[src/rtl/irq_funnel_pkg.sv]
package irq_funnel_pkg;

  typedef enum logic [2:0] {
    SEL_NONE,
    SEL_CTRL,
    SEL_MASK,
    SEL_SET,
    SEL_STAT,
    SEL_MDIS,
    SEL_MSTAT
  } rd_sel_e;

  typedef struct packed {
    logic    wrCtrl;
    logic    wrMask;
    logic    wrSet;
    logic    wrMdis;
    logic    rdEn;
    rd_sel_e rdSel;
  } funnel_strobe_t;

endpackage

[src/rtl/irq_funnel_decode.sv]
module irq_funnel_decode
  import irq_funnel_pkg::*;
#(
  parameter int GROUPS = 1,
  parameter int ADDR_W = 12,
  parameter int IDX_W  = 1
) (
  input  logic                busWrEn,
  input  logic                busRdEn,
  input  logic [ADDR_W-1:0]   busAddr,
  output funnel_strobe_t      strobe,
  output logic [IDX_W-1:0]    wordIdx
);

  localparam logic [31:0] STRIDE    = 32'(GROUPS * 8);
  localparam logic [31:0] MASK_BASE = 32'd4;
  localparam logic [31:0] SET_BASE  = STRIDE + 32'd4;
  localparam logic [31:0] STAT_BASE = 2 * STRIDE + 32'd4;
  localparam logic [31:0] MDIS_OFF  = 3 * STRIDE + 32'd4;
  localparam logic [31:0] MSTAT_OFF = 3 * STRIDE + 32'd8;

  logic [31:0] off;
  rd_sel_e     sel;

  assign off = 32'(busAddr);

  always_comb begin
    sel     = SEL_NONE;
    wordIdx = '0;
    if (off[1:0] != 2'b00) begin
      sel = SEL_NONE;
    end else if (off == 32'd0) begin
      sel = SEL_CTRL;
    end else if (off >= MASK_BASE && off < SET_BASE) begin
      sel     = SEL_MASK;
      wordIdx = IDX_W'((off - MASK_BASE) >> 2);
    end else if (off >= SET_BASE && off < STAT_BASE) begin
      sel     = SEL_SET;
      wordIdx = IDX_W'((off - SET_BASE) >> 2);
    end else if (off >= STAT_BASE && off < MDIS_OFF) begin
      sel     = SEL_STAT;
      wordIdx = IDX_W'((off - STAT_BASE) >> 2);
    end else if (off == MDIS_OFF) begin
      sel = SEL_MDIS;
    end else if (off == MSTAT_OFF) begin
      sel = SEL_MSTAT;
    end
  end

  always_comb begin
    strobe.wrCtrl = busWrEn && (sel == SEL_CTRL);
    strobe.wrMask = busWrEn && (sel == SEL_MASK);
    strobe.wrSet  = busWrEn && (sel == SEL_SET);
    strobe.wrMdis = busWrEn && (sel == SEL_MDIS);
    strobe.rdEn   = busRdEn;
    strobe.rdSel  = sel;
  end

endmodule

[src/rtl/irq_funnel_core.sv]
module irq_funnel_core
  import irq_funnel_pkg::*;
#(
  parameter int GROUPS   = 1,
  parameter int CHANNELS = 4,
  parameter int IDX_W    = 1
) (
  input  logic                   clk,
  input  logic                   rst,
  input  logic [64*GROUPS-1:0]   irqIn,
  input  funnel_strobe_t         strobe,
  input  logic [IDX_W-1:0]       wordIdx,
  input  logic [31:0]            wrData,
  output logic [31:0]            rdData,
  output logic [CHANNELS-1:0]    chanOut,
  output logic [CHANNELS-1:0]    ctrlQ,
  output logic                   mdisQ,
  output logic                   anyPend,
  output logic                   maskAny
);

  localparam int NUM_IN    = 64 * GROUPS;
  localparam int NUM_WORDS = 2 * GROUPS;

  logic [31:0]        maskQ    [NUM_WORDS];
  logic [31:0]        setQ     [NUM_WORDS];
  logic [31:0]        statWord [NUM_WORDS];
  logic [NUM_IN-1:0]  statIn;
  logic [NUM_WORDS-1:0] maskNz;
  logic [GROUPS-1:0]  grpPend;
  logic [31:0]        rdMux;

  // Configuration registers
  always_ff @(posedge clk) begin
    if (rst) begin
      ctrlQ <= '0;
      mdisQ <= 1'b0;
      for (int w = 0; w < NUM_WORDS; w++) begin
        maskQ[w] <= '0;
        setQ[w]  <= '0;
      end
    end else begin
      if (strobe.wrCtrl) ctrlQ <= wrData[CHANNELS-1:0];
      if (strobe.wrMdis) mdisQ <= wrData[0];
      if (strobe.wrMask) maskQ[wordIdx] <= wrData;
      if (strobe.wrSet)  setQ[wordIdx]  <= wrData;
    end
  end

  // Per-word pending state, words in reverse input order
  for (genvar w = 0; w < NUM_WORDS; w++) begin : g_word
    localparam int LO = (NUM_WORDS - 1 - w) * 32;
    assign statWord[w]      = (irqIn[LO +: 32] | setQ[w]) & maskQ[w];
    assign statIn[LO +: 32] = statWord[w];
    assign maskNz[w]        = |maskQ[w];
  end

  for (genvar g = 0; g < GROUPS; g++) begin : g_grp
    assign grpPend[g] = |statIn[g*64 +: 64];
  end

  assign anyPend = |grpPend;
  assign maskAny = |maskNz;

  // Channel routing
  always_ff @(posedge clk) begin
    if (rst) chanOut <= '0;
    else     chanOut <= (anyPend && !mdisQ) ? ctrlQ : '0;
  end

  // Read path
  always_comb begin
    case (strobe.rdSel)
      SEL_CTRL:  rdMux = 32'(ctrlQ);
      SEL_MASK:  rdMux = maskQ[wordIdx];
      SEL_SET:   rdMux = setQ[wordIdx];
      SEL_STAT:  rdMux = statWord[wordIdx];
      SEL_MDIS:  rdMux = {31'b0, mdisQ};
      SEL_MSTAT: rdMux = 32'(grpPend);
      default:   rdMux = '0;
    endcase
  end

  always_ff @(posedge clk) begin
    if (rst)              rdData <= '0;
    else if (strobe.rdEn) rdData <= rdMux;
  end

endmodule

[src/rtl/irq_funnel.sv]
module irq_funnel
  import irq_funnel_pkg::*;
#(
  parameter int GROUPS   = 1,
  parameter int CHANNELS = 4,
  parameter int ADDR_W   = 12
) (
  input  logic                   clk,
  input  logic                   rst,
  input  logic [64*GROUPS-1:0]   irqIn,
  input  logic                   busWrEn,
  input  logic                   busRdEn,
  input  logic [ADDR_W-1:0]      busAddr,
  input  logic [31:0]            busWrData,
  output logic [31:0]            busRdData,
  output logic [CHANNELS-1:0]    chanOut
);

  localparam int NUM_WORDS = 2 * GROUPS;
  localparam int IDX_W     = (NUM_WORDS > 1) ? $clog2(NUM_WORDS) : 1;

  funnel_strobe_t      strobe;
  logic [IDX_W-1:0]    wordIdx;
  logic [CHANNELS-1:0] ctrlQ;
  logic                mdisQ;
  logic                anyPend;
  logic                maskAny;

  irq_funnel_decode #(
    .GROUPS(GROUPS), .ADDR_W(ADDR_W), .IDX_W(IDX_W)
  ) u_decode (
    .busWrEn (busWrEn),
    .busRdEn (busRdEn),
    .busAddr (busAddr),
    .strobe  (strobe),
    .wordIdx (wordIdx)
  );

  irq_funnel_core #(
    .GROUPS(GROUPS), .CHANNELS(CHANNELS), .IDX_W(IDX_W)
  ) u_core (
    .clk     (clk),
    .rst     (rst),
    .irqIn   (irqIn),
    .strobe  (strobe),
    .wordIdx (wordIdx),
    .wrData  (busWrData),
    .rdData  (busRdData),
    .chanOut (chanOut),
    .ctrlQ   (ctrlQ),
    .mdisQ   (mdisQ),
    .anyPend (anyPend),
    .maskAny (maskAny)
  );

endmodule

[config.mk]
export PLATFORM = sky130hd
export DESIGN_NAME = irq_funnel
export DESIGN_NICKNAME = d
export VERILOG_FILES = /design/src/rtl/irq_funnel_pkg.sv /design/src/rtl/irq_funnel_decode.sv /design/src/rtl/irq_funnel_core.sv /design/src/rtl/irq_funnel.sv
export SDC_FILE = /design/constraint.sdc
export NUM_CORES = 1
export LEC_CHECK = 0
export ABC_CLOCK_PERIOD_IN_PS = 2650
export BUFFER_PORTS_ARGS = -buffer_cell sky130_fd_sc_hd__clkbuf_2
export CORE_MARGIN = 2
export CORE_UTILIZATION = 50
export CTS_CLUSTER_DIAMETER = 50
export DETAILED_ROUTE_END_ITERATION = 8
export HOLD_SLACK_MARGIN = 0.06
export PLACE_DENSITY = 0.76
export SYNTH_ARGS = -nofsm -noshare
export SYNTH_HDL_FRONTEND = slang
export SYNTH_HIERARCHICAL = 1
export SYNTH_SLANG_ARGS = --single-unit
export TNS_END_PERCENT = 100
[constraint.sdc]
create_clock -name clk -period 2.65 [get_ports clk]
set_clock_uncertainty 0.15 [all_clocks]
set_input_delay 0.3975 -clock clk [delete_from_list [all_inputs] [get_ports clk]]
set_output_delay 0.3975 -clock clk [all_outputs]
set_load 0.05 [all_outputs]
Word-level counts from Yosys, hierarchy flattened

Memories as Yosys holds them, arrays and structs flattened.
Cells that the tools add are included.

Flip-flop bits (word level): 41
Bits in latches: 0
RAM bits: 128
Bits in read-only memories: 0
Input port bits: 112
Output and inout bits: 36
Logic and storage cells: 75
Memories: 2

Add/subtract/negate cells: 3
$mul: 0
Divide/modulo/power cells: 0
Magnitude comparators: 7
Eq/ne operators: 8
Shifts and indexed selects: 0
Muxes and demuxes: 30
Bitwise gates (word level): 6
Reductions and logical operators: 15

Memories:

| memory       | depth | width | rd ports | clocked after memory_dff | write ports | line                  | text |
|---|---|---|---|---|---|---|---|
| u_core.maskQ | 2     | 32    | 3        | 0                        | 2           | irq_funnel_core.sv:25 | `logic [31:0] maskQ [NUM_WORDS];` |
| u_core.setQ  | 2     | 32    | 3        | 0                        | 2           | irq_funnel_core.sv:26 | `logic [31:0] setQ [NUM_WORDS];` |

Operators by type and width:

| cell                                                  | count |
|---|---|
| one-hot mux 32 bit (6 select lines)                   | 1 |
| two-way mux 32 bit                                    | 5 |
| bitwise AND 32 bit                                    | 2 |
| bitwise OR 32 bit                                     | 2 |
| OR reduction 32 bit                                   | 2 |
| OR reduction 64 bit                                   | 1 |
| logical NOT 32 bit                                    | 1 |
| < comparator 12 x 5 -> 1 bit (second input constant)  | 2 |
| two-way mux 3 bit                                     | 7 |
| two-way mux 1 bit                                     | 17 |
| == test 12 x 5 -> 1 bit (second input constant)       | 1 |
| == test 12 x 6 -> 1 bit (second input constant)       | 1 |
| >= comparator 12 x 3 -> 1 bit (second input constant) | 1 |
| >= comparator 12 x 4 -> 1 bit (second input constant) | 1 |
| >= comparator 12 x 5 -> 1 bit (second input constant) | 1 |
| < comparator 12 x 4 -> 1 bit (second input constant)  | 1 |
| == test 3 bit (second input constant)                 | 3 |
| subtractor 3 bit (second input constant)              | 3 |
| logical AND 1 bit                                     | 8 |
| == test 3 x 2 -> 1 bit (second input constant)        | 2 |
| == test 3 x 1 -> 1 bit (second input constant)        | 1 |
| >= comparator 2 bit (second input constant)           | 1 |
| NOT 1 -> 2 bit                                        | 1 |
| nonzero test 2 bit                                    | 1 |
| 3 further kinds                                       | 3 |

Depth between registers and ports, before layout

Depth after elaboration: 15
Depth in mapped cells: 11
Gate-level depth less buffers: 8

By module

Netlist, hierarchy kept.

By module, submodules not included:

| module            | times used | cells an instance | area an instance (um^2) | seq. area each (um^2) |
|---|---|---|---|---|
| irq_funnel_core   | 1          | 713               | 8456.9                  | 4664.5 |
| irq_funnel_decode | 1          | 23                | 185.2                   | 0.0 |

Worst setup path before layout

OpenSTA, ideal clock, no wires.

Path type: input -> register
From: input port busAddr[6]
To: memory u_core.maskQ[1][0], enable pin
Library setup time: 0.375 ns
Data arrival time: 2.168 ns
Required time: 2.125 ns
Setup slack: -0.042 ns
Stages on the path: 7
Buffers on the path: 2
Cells stage by stage: nor4_4 > nand3b_4 > nor3_1 > buf_4 > buf_2 > and3_1 > or2_2

RTL lines:

| what        | line                  | text |
|---|---|---|
| from (decl) | irq_funnel.sv:13      | `input logic [ADDR_W-1:0] busAddr,` |
| to (decl)   | irq_funnel_core.sv:25 |  |

Final worst setup path

From: input port busAddr[11]
To: register u_core.rdData[14]

Cells in the longest elaborated chain, start to end: 12
Elaborated cells on any way between the ends: 37
Classes of those cells: order compare: 6; eq/ne: 8; mux: 16; bitwise: 1; reduce/logical: 4; memory: 2

RTL lines:

| what                                                                          | line                    | text |
|---|---|---|
| >= comparator 12 x 5 -> 1 bit or < comparator 12 x 5 -> 1 bit (tied branches) | irq_funnel_decode.sv:40 | `end else if (off >= STAT_BASE && off < MDIS_OFF) begin` |
| logical AND 1 bit                                                             | irq_funnel_decode.sv:40 |  |
| two-way mux 1 bit                                                             | irq_funnel_decode.sv:40 |  |
| two-way mux 1 bit                                                             | irq_funnel_decode.sv:37 | `end else if (off >= SET_BASE && off < STAT_BASE) begin` |
| two-way mux 1 bit                                                             | irq_funnel_decode.sv:34 | `end else if (off >= MASK_BASE && off < SET_BASE) begin` |
| two-way mux 1 bit (*)                                                         | irq_funnel_decode.sv:32 | `end else if (off == 32'd0) begin` |
| two-way mux 1 bit (*)                                                         | irq_funnel_decode.sv:30 | `if (off[1:0] != 2'b00) begin` |
| named net wordIdx                                                             | irq_funnel.sv:23        | `logic [IDX_W-1:0] wordIdx;` |
| NOT 1 -> 2 bit (implied by the code)                                          | irq_funnel_core.sv:77   | `SEL_STAT: rdMux = statWord[wordIdx];` |
| two-way mux 32 bit (implied by the code) (3 in series)                        | irq_funnel_core.sv:77   |  |
| one-hot mux 32 bit (6 select lines) (*)                                       | irq_funnel_core.sv:73   | `case (strobe.rdSel)` |
| to (signal assigned)                                                          | irq_funnel_core.sv:86   | `else if (strobe.rdEn) rdData <= rdMux;` |
| to (decl)                                                                     | irq_funnel_core.sv:14   | `output logic [31:0] rdData,` |

The timed path passes the listed nets; every way through them passes the cells marked *. The select of a mux whose other input is x is not followed.
A chain may end at the register's enable or synchronous reset.

==> metrics.md <==
| Metric | Value |
|---|---|
| Status | `finished clean` |
| Routed wire length | `24,300 um` |
| Critical Path AT | `2.51 ns` |
| PostCTS Resize Cnt | `0` |
| Die height | `134 um` |
| Total congestion overflow | `0` |
| DR DRC count | `0` |
| Met3 usage | `5.90%` |
| Full die area | `18,100 um2` |
| Syn_nets | `826` |
| CP startpoint kind | `input port` |
| CTS Hold Bufs | `0` |
| Post-Layout Cell Count | `1,131` |
| Placed insts | `1,099` |
| Initial Utilization | `51.3%` |
| Clk_lat worst skew | `0.44 ns` |
| Post-synthesis cell area | `8510 um2` |
| Endpoints failing setup | `0` |
| Core area | `16,600 um2` |
| Slew HR | `60.3%` |
| Final GP Congestion | `0.869` |
| CP Capture Type | `register` |
| # port buffers | `147` |
| Initial drt markers | `575` |
| Hold Worst Slack | `0.116 ns` |
| Tcrit/Tclk final | `88.7%` |
| Cells after Synth | `714` |
| Dpl cell area | `10,000 um2` |
| Peak Freq | `425 MHz` |
| Layout cell share with drive strength beyond 1 | `31.3%` |
| Maxcap violations | `0` |
| CP required | `2.81 ns` |
| Drt pass-1 iters | `8` |
| Total number of vias | `6,647` |
| # rows | `47` |
| Final Hold Violating Endpoints | `0` |
| Tightest Pin Transition | `0.589 ns` |
| Hold Crit Class | `in2reg` |
| Vias in the first global route | `6,533` |
| Final WS setup | `0.299 ns` |
| Postcts setup bufs | `0` |
| Crit-path max FO | `13` |
| First-pass GRT wire length | `35,900 um` |
| Clock Tree Buf Depth | `2` |
| H-Tree Depth | `4` |
| Mapped Avg Cell Area | `11.9 um2` |
| CTS Buf Count | `17` |
| Top Usage Layer GRT | `met2` |
| Warnings, synthesis | `6` |
| PwrDens | `551 nW/um2` |
| Global Route Usage Sum | `27.1%` |
| Finished Cell Area | `10,600 um2` |
| Leak | `3.87 nW` |
| Area grow syn2layout | `24.7%` |
| Pin count of the biggest net entering global routing | `42` |
| Met1 track demand over resource | `34.6%` |
| Peak supply drop | `473 uV` |
| Final ANT Viol Nets | `0` |
| Die X | `134 um` |
| Post-layout min period | `2.35 ns` |
| DP Wirelength | `17,500 um` |
| Pre-CTS setup slack | `-0.0723 ns` |
| Drt wl/cell | `21.5 um` |
| Final Slew Violations | `0` |
| Total power | `0.00585 W` |
| Initial antenna violation count | `0` |
| CP Class | `in2reg` |
| I/O pins | `148` |
| RSZ-0062 raised after global routing | `false` |
| CTS tree | `done` |
| GRT met2 Usage | `45.3%` |
| Clock Tree Root | `clkbuf_16` |
| # diodes | `0` |
| Clock slew at reported path FFs | `0.07 ns` |
| Drt via density | `5.88` |
| CTS Sinks | `169` |
| Net count, final | `1,010` |
-- per-stage QoR --
step                utilization [%]  setup TNS (ns)
floorplan                         -               0
global placement               60.4         -0.0155
detailed placement             60.4          -0.454
CTS                            64.0               0
global route                   64.0               0
finish                         64.0               0
-- cell usage in the layout, fill, tap and decap left out, types with 5 or more instances in the layout --
| cell | n |
|---|---|
| clkbuf_16 | 18 |
| o22ai_2 | 21 |
| o21ai_0 | 64 |
| edfxtp_1 | 128 |
| nor2_1 | 34 |
| inv_6 | 5 |
| buf_12 | 20 |
| dfxtp_1 | 41 |
| mux2i_1 | 101 |
| buf_4 | 47 |
| and2_1 | 128 |
| clkbuf_2 | 147 |
| a2bb2oi_1 | 32 |
| o22ai_1 | 11 |
| nand4_1 | 17 |
| a21oi_1 | 31 |
-- layout make-up --
cell class                 instances  area [um2]
clock buffer                      18         450
clock inverter                    14         133
fill                            1295        5980
inverter                           4        15.0
multi-input combinational        492        3580
sequential                       169        4660
tap                              220         275
timing repair buffer             214        1490
-- critical path, cell delays in order --
cell and delay, ns:
clkbuf_2 0.10, nor4_4 0.36, nand3b_4 0.12, nor3_2 0.25
buf_12 0.20, buf_12 0.18, buf_12 0.13, mux2i_1 0.21
o22ai_1 0.12, a21oi_1 0.19, a2bb2oi_1 0.18, nor2_1 0.06
-- report_power, final --
part | total (W) | switching [W] | internal [W]
combinational | 0.000402 | 0.000243 | 0.000159
sequential | 0.00299 | 0.0000508 | 0.00294
clock | 0.00245 | 0.00109 | 0.00137
-- state kept, by name (all words and copies together) (netlist names) --
name            count
u_core/rdData      32
u_core/chanOut      4
u_core/ctrlQ        4
u_core/mdisQ        1
u_core/setQ        64
u_core/maskQ       64
-- path summary, 6_finish.rpt --
| path | from | end | slack (ns) | cells past startpoint |
|---|---|---|---|---|
| setup / recovery | busAddr[11] | u_core/rdData[14] | 0.30 | 12 |
| hold / removal | busWrData[18] | u_core/setQ[1][18] | 0.12 | 2 |
| setup reg to reg | u_core/setQ[0][1] | u_core/rdData[0] | 0.36 | 5 |
| hold reg to reg | u_core/rdData[26] | u_core/rdData[26] | 0.34 | 2 |
-- per-layer routing --
| layer | vias up | share of wire (%) |
|---|---|---|
| met5 | - | 0 |
| met4 | 0 | 2.5 |
| met3 | 52 | 8.6 |
| met2 | 323 | 49 |
| met1 | 3225 | 40 |
| li1 | 3047 | - |
Power figures use the tool's default switching activity.
